==> src/rtl/actmon_pkg.sv <==
// Package: shared types and helpers for the transition activity monitor.
// Assumes: nothing beyond IEEE 1800-2017.
package actmon_pkg;

    // One edge observation of a single-bit signal.
    typedef struct packed {
        logic rise;
        logic fall;
    } edge_pair_t;

    // Selector width: enough for every lane plus room for "no lane" codes.
    function automatic int sel_width(input int lanes);
        return (lanes < 2) ? 1 : $clog2(lanes) + 1;
    endfunction

endpackage

==> src/rtl/actmon_sync.sv <==
// Module: multi-bit, multi-stage level synchroniser.
// What it does: carries WIDTH independent asynchronous levels into the clk
// domain through STAGES flops each. Each bit is synchronised separately.
// Assumes: inputs are levels held for at least STAGES+1 clk cycles; all
// stages reset to 0.
module actmon_sync #(
    parameter int WIDTH  = 2,
    parameter int STAGES = 2
) (
    input  logic             clk,
    input  logic             rst_n,
    input  logic [WIDTH-1:0] async_i,
    output logic [WIDTH-1:0] sync_o
);

    logic [WIDTH-1:0] stage_q [STAGES];

    // First stage captures the raw asynchronous levels.
    always_ff @(posedge clk) begin
        if (!rst_n) stage_q[0] <= '0;
        else        stage_q[0] <= async_i;
    end

    // Remaining stages form the settling chain.
    for (genvar s = 1; s < STAGES; s++) begin : g_stage
        always_ff @(posedge clk) begin
            if (!rst_n) stage_q[s] <= '0;
            else        stage_q[s] <= stage_q[s-1];
        end
    end

    assign sync_o = stage_q[STAGES-1];

endmodule

==> src/rtl/actmon_edge.sv <==
// Module: per-bit edge detector.
// What it does: keeps the previous level of each synchronised bit and flags a
// one-cycle rise or fall pulse when the level changes.
// Assumes: level_i is already in the clk domain; the history resets low, so a
// level that is high at reset release is seen as a rising edge.
module actmon_edge #(
    parameter int WIDTH = 2
) (
    input  logic                                  clk,
    input  logic                                  rst_n,
    input  logic [WIDTH-1:0]                      level_i,
    output actmon_pkg::edge_pair_t [WIDTH-1:0]    ev_o
);

    logic [WIDTH-1:0] prev_q;

    // Keep last cycle's level for comparison.
    always_ff @(posedge clk) begin
        if (!rst_n) prev_q <= '0;
        else        prev_q <= level_i;
    end

    // Compare current and previous level for each bit.
    for (genvar b = 0; b < WIDTH; b++) begin : g_bit
        assign ev_o[b].rise = level_i[b] & ~prev_q[b];
        assign ev_o[b].fall = ~level_i[b] & prev_q[b];
    end

endmodule

==> src/rtl/actmon_window.sv <==
// Module: sticky edge flags and per-window report register.
// What it does: remembers whether a rise and a fall of the observed data have
// been seen since the last sampling tick. On a tick it reports their AND and
// restarts both flags from any edge arriving in that same cycle.
// Assumes: the sample and data edge pulses are single-cycle and in the clk
// domain.
module actmon_window (
    input  logic                   clk,
    input  logic                   rst_n,
    input  actmon_pkg::edge_pair_t data_ev,
    input  logic                   sample_rise,
    input  logic                   sample_fall,
    output logic                   activity_o
);

    logic rise_seen;
    logic fall_seen;

    // Sticky rising-edge flag, restarted by every sampling tick.
    always_ff @(posedge clk) begin
        if (!rst_n)           rise_seen <= 1'b0;
        else if (sample_rise) rise_seen <= data_ev.rise;
        else                  rise_seen <= rise_seen | data_ev.rise;
    end

    // Sticky falling-edge flag, restarted by every sampling tick.
    always_ff @(posedge clk) begin
        if (!rst_n)           fall_seen <= 1'b0;
        else if (sample_rise) fall_seen <= data_ev.fall;
        else                  fall_seen <= fall_seen | data_ev.fall;
    end

    // Report register: loaded only on a sampling tick.
    always_ff @(posedge clk) begin
        if (!rst_n)           activity_o <= 1'b0;
        else if (sample_rise) activity_o <= rise_seen & fall_seen;
    end

    // reset forces a quiet report.
    a_r1_reset_quiet: assert property (@(posedge clk)
        !rst_n |=> !activity_o);

    // without a tick the report holds.
    a_r5_hold_between_ticks: assert property (@(posedge clk) disable iff (!rst_n)
        !sample_rise |=> $stable(activity_o));

    // a missing rise forbids a positive report.
    a_r3_need_rise: assert property (@(posedge clk) disable iff (!rst_n)
        (sample_rise && !rise_seen) |=> !activity_o);

    // a missing fall forbids a positive report.
    a_r3_need_fall: assert property (@(posedge clk) disable iff (!rst_n)
        (sample_rise && !fall_seen) |=> !activity_o);

    // a tick without a fresh rise leaves the rise flag clear.
    a_r6_clear_rise: assert property (@(posedge clk) disable iff (!rst_n)
        (sample_rise && !data_ev.rise) |=> !rise_seen);

    // a tick without a fresh fall leaves the fall flag clear.
    a_r6_clear_fall: assert property (@(posedge clk) disable iff (!rst_n)
        (sample_rise && !data_ev.fall) |=> !fall_seen);

    // a falling sampling edge leaves the report alone.
    a_r7_fall_ignored: assert property (@(posedge clk) disable iff (!rst_n)
        sample_fall |=> $stable(activity_o));

endmodule

==> src/rtl/actmon_top.sv <==
// Module: transition activity monitor, top level.
// What it does: selects one lane, synchronises it together with the sampling
// clock, detects edges of both, and reports per sampling window whether the
// lane moved both up and down.
// Assumes: samp_clk is much slower than clk; lane levels and the selector are
// held for at least SYNC_STAGES+1 clk cycles between changes.
module actmon_top #(
    parameter int NUM_LANES   = 8,
    parameter int SEL_W       = actmon_pkg::sel_width(NUM_LANES),
    parameter int SYNC_STAGES = 2
) (
    input  logic                 clk,
    input  logic                 rst_n,
    input  logic [NUM_LANES-1:0] lane_in,
    input  logic [SEL_W-1:0]     lane_sel,
    input  logic                 samp_clk,
    output logic                 activity
);

    localparam int SIG_DATA = 0;
    localparam int SIG_SAMP = 1;
    localparam int SIG_N    = 2;

    logic                                observed;
    logic [SIG_N-1:0]                    raw_sig;
    logic [SIG_N-1:0]                    sync_sig;
    actmon_pkg::edge_pair_t [SIG_N-1:0]  sig_ev;

    // Lane selector: codes at or above NUM_LANES observe a constant low.
    always_comb begin
        observed = 1'b0;
        for (int i = 0; i < NUM_LANES; i++) begin
            if (lane_sel == SEL_W'(i)) observed = lane_in[i];
        end
    end

    assign raw_sig[SIG_DATA] = observed;
    assign raw_sig[SIG_SAMP] = samp_clk;

    actmon_sync #(
        .WIDTH  (SIG_N),
        .STAGES (SYNC_STAGES)
    ) u_sync (
        .clk     (clk),
        .rst_n   (rst_n),
        .async_i (raw_sig),
        .sync_o  (sync_sig)
    );

    actmon_edge #(
        .WIDTH (SIG_N)
    ) u_edge (
        .clk     (clk),
        .rst_n   (rst_n),
        .level_i (sync_sig),
        .ev_o    (sig_ev)
    );

    actmon_window u_win (
        .clk         (clk),
        .rst_n       (rst_n),
        .data_ev     (sig_ev[SIG_DATA]),
        .sample_rise (sig_ev[SIG_SAMP].rise),
        .sample_fall (sig_ev[SIG_SAMP].fall),
        .activity_o  (activity)
    );

endmodule

==> config.mk <==
export PLATFORM = sky130hd
export DESIGN_NAME = actmon_top
export DESIGN_NICKNAME = d
export VERILOG_FILES = /design/src/rtl/actmon_pkg.sv /design/src/rtl/actmon_sync.sv /design/src/rtl/actmon_edge.sv /design/src/rtl/actmon_window.sv /design/src/rtl/actmon_top.sv
export SDC_FILE = /design/constraint.sdc
export NUM_CORES = 1
export LEC_CHECK = 0
export BUFFER_PORTS_ARGS = -buffer_cell sky130_fd_sc_hd__buf_2
export CAP_MARGIN = 20
export CORE_AREA = 2 2 39 41
export CTS_BUF_LIST = sky130_fd_sc_hd__clkbuf_8
export DETAILED_ROUTE_END_ITERATION = 8
export DIE_AREA = 0 0 41 43
export HOLD_SLACK_MARGIN = 0.08
export PLACE_DENSITY = 0.54
export SLEW_MARGIN = 20
export SYNTH_ARGS = -nofsm -noshare
export SYNTH_HDL_FRONTEND = slang
export SYNTH_HIERARCHICAL = 1
export SYNTH_SLANG_ARGS = --single-unit
==> constraint.sdc <==
create_clock -name clk -period 1.4 [get_ports clk]
set_clock_uncertainty 0.15 [all_clocks]
set_input_delay 0.07 -clock clk [delete_from_list [all_inputs] [get_ports clk]]
set_output_delay 0.07 -clock clk [all_outputs]
set_load 0.03 [all_outputs]
==> flow_summary.ini, run 1 <==
[cts]
cts.sinks = 9
cts-buffers-inserted = 3
clk_latency_ns = 0.22
cts_tree = yes
ctsResizeCount = 0
cts_max_level = 1
cts_root_buf = clkbuf_8
path_clk_slew_ns = 0.04
clk_path_buf_depth = 2
cts_setup_buffers = 0
hold_buffers = 4

[detailed_routing]
dr_wl_met3_microns = 56
postRouteAntennaNets = 0
avgRoutedWirePerCell_microns = 8.917
met1_length_microns = 230
vias_per_cell = 4.347
first_pass_iters = 1
wl_met2_microns = 354
via_count = 313
dr.max_layer_used = met3
first_iter_violations = 0
drcViolationCount = 0
wirelength_microns = 642

[floorplanning]
rows = 14
start_util_pct = 25.68
die_area_sq_mm = 0.001763
core-area_sq_mm = 0.001384
die_h_microns = 43
die_w_microns = 41
io_pins = 16

[sta]
period_minus_slack_ns = 1.205
max_slew_margin_pct = 85.73
max_freq_ghz = 0.8301
fin_ws_ns = 0.1954
setup_viol = 0
period_share_pct = 86.04
rsz0062_at_grt = false
hold_viol = 0
final.setup.tns_ns = 0
tightest_slew_ns = 0.2137
holdWs_ns = 0.1228
slew_viol_final = 0

[setup_path]
rr_endpoint = u_win/rise_seen
cp_top_family = buffers and inverters
path_class = input port to flip-flop
crit_start = lane_sel[3]
critical-path-slowest-cell = dlygate4sd3_1
reg2reg_from = u_sync/stage_q[1][1]
critPathArrivalTime_ns = 1.22
cp-start-kind = input port
end_kind = flip-flop
worstRegToRegCells = 3
worstPathRequired_ns = 1.42
path_buf_inv = 2
cp_cell_sequence = dlygate4sd3_1, buf_2, a21o_1, a311oi_1, and2_1
cpPeakStageDelay_ns = 0.53
critPathMaxFanout = 1
rrSetupSlack_ns = 0.38

[worst_hold_path]
hold_start = lane_sel[1]
min_path_type = input port to flip-flop
hold_path_depth = 4
timing.hold.worst_endpoint = u_sync/stage_q[0][0]

[power]
p_leak_nw = 0.2651
power_density_mw_per_mm2 = 1136
ir_worst_vdd_mv = 0.4572

[run]
max-cap-violations = 0

[grt]
grt_max_degree = 11
overflow = 0
grt_pass1_wl_microns = 1179
antenna_found_initial = 0
gr-usage-all-layers_pct = 10.20
grt_pass1_vias = 332

[status]
status = finished clean

[synthesis]
syn_avg_cell_area_sq_um = 10.77
syn-num-nets = 48
synth_area_sq_um = 355.3
synth_cells = 33
yosys_warnings = 6

[placement]
pre_cts_ws_ns = 0.09924
numPortBuffers = 15
place.gp.congestion = 0.6227

[finish]
syn2layout_area_growth_pct = 50.70
fin_nets = 72
drive_gt1_share_pct = 32.14
antenna_cells = 0
## sequential cells by signal, indices dropped and copies added, names as in the netlist
name / cells
u_win/fall_seen: 1
u_win/rise_seen: 1
u_edge/prev_q: 2
u_win/activity_o: 1
u_sync/stage_q: 4
## stage by stage
stage,instance area (sq um),total power [mW],util [%],std cells
5_1_grt,535.5,0.6491,38.70,72
3_5_place_dp,450.4,0.3244,32.55,64
3_3_place_gp,450.4,0.3230,32.55,64
2_1_floorplan,355.3,0.2963,-,33
4_1_cts,535.5,0.6210,38.70,72
6_report,535.5,0.6083,38.70,72
## final cells by class
| class | instances | area (sq um) |
|---|---|---|
| flip-flops and latches | 9 | 180.2 |
| clock buffers | 3 | 41.29 |
| multi-input cells | 23 | 171.4 |
| well taps | 16 | 20.02 |
| repair buffers | 19 | 115.1 |
| inverters | 1 | 3.754 |
| clock inverters | 1 | 3.754 |
| fillers | 144 | 848.3 |
## worst max path at each step
stage	slack [ns]	depth (start not counted)	endpoint
6_report	0.20	5	u_sync/stage_q[0][0]
5_1_grt	0.14	5	u_sync/stage_q[0][0]
4_1_cts	0.21	5	u_sync/stage_q[0][0]
3_5_place_dp	0.1	5	u_sync/stage_q[0][0]
3_3_place_gp	0.14	5	u_sync/stage_q[0][0]
2_1_floorplan	0.28	4	u_sync/stage_q[0][0]
## cells in the final DEF, fill, tap and decap left out
cell type,n
mux4_1,1
nand2_1,1
inv_1,2
a21o_1,1
a311oi_1,1
nor2b_1,5
dfxtp_1,9
nand4_1,1
clkbuf_8,3
mux2i_1,2
nor2_1,2
o21a_1,2
nand3b_1,1
buf_2,15
and2_1,6
dlygate4sd3_1,4
## worst min-delay path, stage by stage
cell      delay (ns)
buf_2           0.11
inv_1           0.06
a311oi_1        0.07
and2_1          0.14
## power by group
group | internal, mW | total [mW] | switching (mW)
clock network | 0.190 | 0.281 | 0.0908
logic | 0.0380 | 0.0585 | 0.0205
registers | 0.266 | 0.269 | 0.00275
## per-layer routing
metal	GRT usage (%)	vias to the layer above
li1	-	160
met3	3.141	0
met1	9.836	137
met4	6.000	0
met5	0	-
met2	17.50	16
(Power assumes the default switching activity.)
==> inputs of run 2 (changes only) <==
BUFFER_PORTS_ARGS = default   (was -buffer_cell sky130_fd_sc_hd__buf_2)
DONT_BUFFER_PORTS = 1   (was default)
PLACE_DENSITY = 0.44   (was 0.54)
clock period = 1.3 ns   (was 1.4 ns; I/O delays follow)
==> run 2 against run 1 <==
Compared with the run above:
- setup slack lost 0.014 ns
- sequential share of layout area up 4.1 points
- critical path type unchanged
- cell area down 11%
- first-iteration DRC count grew 1
- sequential cell count unchanged
- power grew 4.4%
- highest routed layer unchanged
- register-to-register slack worse by 0.13 ns
- via count decreased by 19%
- hold slack got worse by 0.026 ns
==> flow_summary.ini, run 2 (synthesis results as in run 1) <==
[status]
status = finished clean

[sta]
period_minus_slack_ns = 1.119
hold_viol = 0
max_slew_margin_pct = 81.99
max_freq_ghz = 0.8938
slew_viol_final = 0
holdWs_ns = 0.09686
setup_viol = 0
period_share_pct = 86.06
final.setup.tns_ns = 0
tightest_slew_ns = 0.2692
rsz0062_at_grt = false

[cts]
cts_max_level = 1
cts-buffers-inserted = 3
cts_setup_buffers = 0
cts.sinks = 9
ctsResizeCount = 0
cts_tree = yes
path_clk_slew_ns = 0.04
clk_path_buf_depth = 2
cts_root_buf = clkbuf_8
hold_buffers = 5
clk_latency_ns = 0.23

[finish]
top_register = u_sync/stage_q
fin_nets = 59
top_regs = u_sync/stage_q (4), u_edge/prev_q (2)
drive_gt1_share_pct = 9.302
final_common_cell = dfxtp_1
antenna_cells = 0
final_core_util_pct = 34.54
nFillCells = 147
layout_common_cells = 9 x dfxtp_1, 6 x and2_1, 5 x dlygate4sd3_1, 5 x nor2b_1, 3 x clkbuf_8
largest_reg_flops = 4
syn2layout_area_growth_pct = 34.51

[detailed_routing]
avgRoutedWirePerCell_microns = 10.05
first_iter_violations = 1
wirelength_microns = 593
dr_wl_met3_microns = 56
via_count = 255
first_pass_iters = 3
dr.max_layer_used = met3
met1_length_microns = 233
vias_per_cell = 4.322
wl_met2_microns = 303
postRouteAntennaNets = 0
drcViolationCount = 0

[power]
p_total_uw = 635.1
power_density_mw_per_mm2 = 1329
p_leak_nw = 0.2140
ir_worst_vdd_mv = 0.5371

[grt]
gr-usage-all-layers_pct = 8.972
overflow = 0
antenna_found_initial = 0
grt_pass1_vias = 287
grt_max_degree = 11
grt_pass1_wl_microns = 979

[floorplanning]
core-area_sq_mm = 0.001384
die_w_microns = 41
io_pins = 16
rows = 14
die_h_microns = 43
start_util_pct = 25.68
die_area_sq_mm = 0.001763

[setup_path]
cpPeakStageDelay_ns = 0.54
path_class = input port to flip-flop
critical-path-slowest-cell = dlygate4sd3_1
critPathMaxFanout = 1
end_kind = flip-flop
cp-start-kind = input port
worstPathRequired_ns = 1.32
critPathArrivalTime_ns = 1.14
cp_cell_sequence = dlygate4sd3_1, a21o_1, a311oi_1, and2_1

[placement]
numPortBuffers = 0
place.gp.congestion = 0.6601

[worst_hold_path]
min_path_type = input port to flip-flop

[run]
max-cap-violations = 0
run 2: area by class of cell:
| class | count | area, sq um | share of cell area [%] |
|---|---|---|---|
| clock buffer | 3 | 41.29 | 8.639 |
| multi-input combinational | 23 | 171.4 | 35.86 |
| clock inverter | 1 | 3.754 | 0.7853 |
| sequential | 9 | 180.2 | 37.70 |
| inverter | 1 | 3.754 | 0.7853 |
| timing repair buffer | 6 | 57.56 | 12.04 |
| tap | 16 | 20.02 | 4.188 |
run 2: critical path, delay by kind of cell:
family	cells	cell delay, ns
AOI/OAI and AO/OA	2	0.39
and+or+nand+nor	1	0.15
buffers and inverters	1	0.54
run 2: power breakdown:
part	switching, mW	internal, mW
clock network	0.0981	0.204
registers	0.00301	0.287
logic	0.0138	0.0288
total	0.115	0.520
run 2: worst paths after layout:
path / startpoint / endpoint / slack [ns] / depth (start not counted)
worst max-delay path: lane_sel[3] / u_sync/stage_q[0][0] / 0.18 / 4
worst max register to register: u_sync/stage_q[1][1] / u_win/rise_seen / 0.25 / 3
worst min-delay path: lane_in[1] / u_sync/stage_q[0][0] / 0.1 / 3
worst min register to register: u_sync/stage_q[0][0] / u_sync/stage_q[1][0] / 0.28 / 1
run 2: per-layer routing:
| layer | GRT usage, % | up-vias |
|---|---|---|
| met5 | 0 | - |
| met4 | 10.00 | 0 |
| met3 | 4.188 | 0 |
| met2 | 13.13 | 15 |
| met1 | 7.818 | 108 |
| li1 | - | 132 |
run 2: through the flow:
stage	cell area [sq um]	cells	worst slack (ns)
floorplan	355.3	33	0.1814
global placement	382.9	50	0.1541
detailed placement	382.9	50	0.1482
CTS	478.0	59	0.1871
global route	478.0	59	0.1770
finish	478.0	59	0.1812
==> inputs of run 3 (changes only) <==
PLACE_DENSITY = 0.42   (was 0.44)
==> run 3 against run 2 <==
Compared with the run above:
- die area is the same
- final cell count unchanged
- utilization unchanged
- first-iteration DRC count increased by 100%
- sequential cell count is the same
- clock-buffer cell count is the same
- routed wire length increased by 20%
- sequential power about the same
- combinational power up 4%
- hold slack better by 0.028 ns
- fmax about the same
- setup slack improved by 0.00085 ns
==> flow_summary.ini, run 3 (synthesis results as in run 1) <==
[detailed_routing]
avgRoutedWirePerCell_microns = 12.10
wirelength_microns = 714
first_iter_violations = 2
drcViolationCount = 0
first_pass_iters = 2
via_count = 281
vias_per_cell = 4.763
postRouteAntennaNets = 0

[setup_path]
worstPathRequired_ns = 1.32
rrSetupSlack_ns = 0.21
worstRegToRegCells = 3
path_class = input port to flip-flop
end_kind = flip-flop
reg2reg_from = u_sync/stage_q[1][1]
critPathMaxFanout = 1
rr_endpoint = u_win/rise_seen
cp-start-kind = input port
critPathArrivalTime_ns = 1.14

[run]
max-cap-violations = 0

[finish]
fin_nets = 59
layout.cells.non_filler = 59
drive_gt1_share_pct = 9.302
antenna_cells = 0
top_regs = u_sync/stage_q (4), u_edge/prev_q (2)
syn2layout_area_growth_pct = 34.51
postLayoutCellArea_sq_um = 478.0
top_register = u_sync/stage_q
final_common_cell = dfxtp_1
largest_reg_flops = 4
layout_common_cells = 9 x dfxtp_1, 6 x and2_1, 5 x dlygate4sd3_1, 5 x nor2b_1, 3 x clkbuf_8

[sta]
slew_viol_final = 0
period_share_pct = 86.00
tightest_slew_ns = 0.2874
period_minus_slack_ns = 1.118
final.setup.tns_ns = 0
max_freq_ghz = 0.8945
max_slew_margin_pct = 80.78
rsz0062_at_grt = false
hold_viol = 0
setup_viol = 0

[cts]
ctsResizeCount = 0
cts_root_buf = clkbuf_8
clk_path_buf_depth = 2
cts_max_level = 1
cts.sinks = 9
path_clk_slew_ns = 0.04
cts_setup_buffers = 0
cts-buffers-inserted = 3
cts_tree = yes
clk_latency_ns = 0.23

[floorplanning]
die_w_microns = 41
io_pins = 16
die_h_microns = 43
start_util_pct = 25.68
core-area_sq_mm = 0.001384
die_area_sq_mm = 0.001763
rows = 14

[grt]
grt_max_degree = 11
grt_pass1_vias = 321
overflow = 0
antenna_found_initial = 0
grt_pass1_wl_microns = 1235
gr-usage-all-layers_pct = 10.82

[power]
ir_worst_vdd_mv = 0.5663
p_int_uw = 520.6
p_leak_nw = 0.2140
comb_power_share_pct = 6.9
pwr-share-seq_pct = 45.1
power_density_mw_per_mm2 = 1345
sw_frac_of_total_pct = 19.00
switching_power_uw = 122.1
power_frac_clock_pct = 48.0

[placement]
numPlacedInstances = 50
hpwl_microns = 508.1
place.gp.congestion = 0.6077
place_area_sq_um = 382.9
numPortBuffers = 0

[worst_hold_path]
min_path_type = input port to flip-flop
hold_start = lane_sel[0]
hold_path_depth = 4
timing.hold.worst_endpoint = u_sync/stage_q[0][0]

[status]
status = finished clean
-- run 3: power by group through the flow --
stage	Combinational, mW	Clock [mW]	Sequential, mW
2_1_floorplan	0.0253	0	0.294
3_3_place_gp	0.0269	0	0.294
3_5_place_dp	0.0295	0	0.295
4_1_cts	0.0448	0.320	0.290
5_1_grt	0.0489	0.333	0.291
6_report	0.0442	0.309	0.290
-- run 3: layout make-up --
class | instances | area, sq um
Inverter | 1 | 3.754
Multi-Input combinational cell | 23 | 171.4
Tap cell | 16 | 20.02
Timing Repair Buffer | 6 | 57.56
Clock buffer | 3 | 41.29
Sequential cell | 9 | 180.2
Fill cell | 149 | 905.9
Clock inverter | 1 | 3.754
-- run 3: how the worst max path moves through the flow --
stage,from,to,slack (ns),cells past startpoint
after floorplan,lane_sel[0],u_sync/stage_q[0][0],0.18,4
after global placement,lane_sel[0],u_sync/stage_q[0][0],0.15,4
after detailed placement,lane_sel[0],u_sync/stage_q[0][0],0.10,4
after CTS,lane_sel[3],u_sync/stage_q[0][0],0.18,4
after global routing,u_sync/stage_q[1][1],u_win/rise_seen,0.11,3
final,lane_sel[3],u_sync/stage_q[0][0],0.18,4
-- run 3: repair_timing --
action / 4_1_cts / 5_1_grt
endpoints found under the setup margin: 0 / 0
hold endpoints to repair: 9 / 0
hold buffers: 5 / 0
-- run 3: routing by layer --
layer | global-route usage [%] | vias up | wire, microns
li1 | - | 132 | -
met1 | 10.20 | 134 | 266
met2 | 18.44 | 15 | 392
met3 | 2.618 | 0 | 54
met4 | 8.000 | 0 | 0
met5 | 0 | - | 0
-- run 3: through the flow --
step | worst slack (ns) | power, mW | utilization [%] | hold WS [ns]
final | 0.1820 | 0.6427 | 34.54 | 0.1249
after global routing | 0.1099 | 0.6724 | 34.54 | 0.1275
after CTS | 0.1797 | 0.6550 | 34.54 | 0.1069
after detailed placement | 0.1037 | 0.3242 | 27.67 | 0.03910
after global placement | 0.1515 | 0.3213 | 27.67 | 0.03693
after floorplan | 0.1814 | 0.3190 | - | 0.03251
-- run 3: worst max-delay path, stage by stage --
cell,delay (ns)
dlygate4sd3_1,0.54
a21o_1,0.15
a311oi_1,0.23
and2_1,0.15
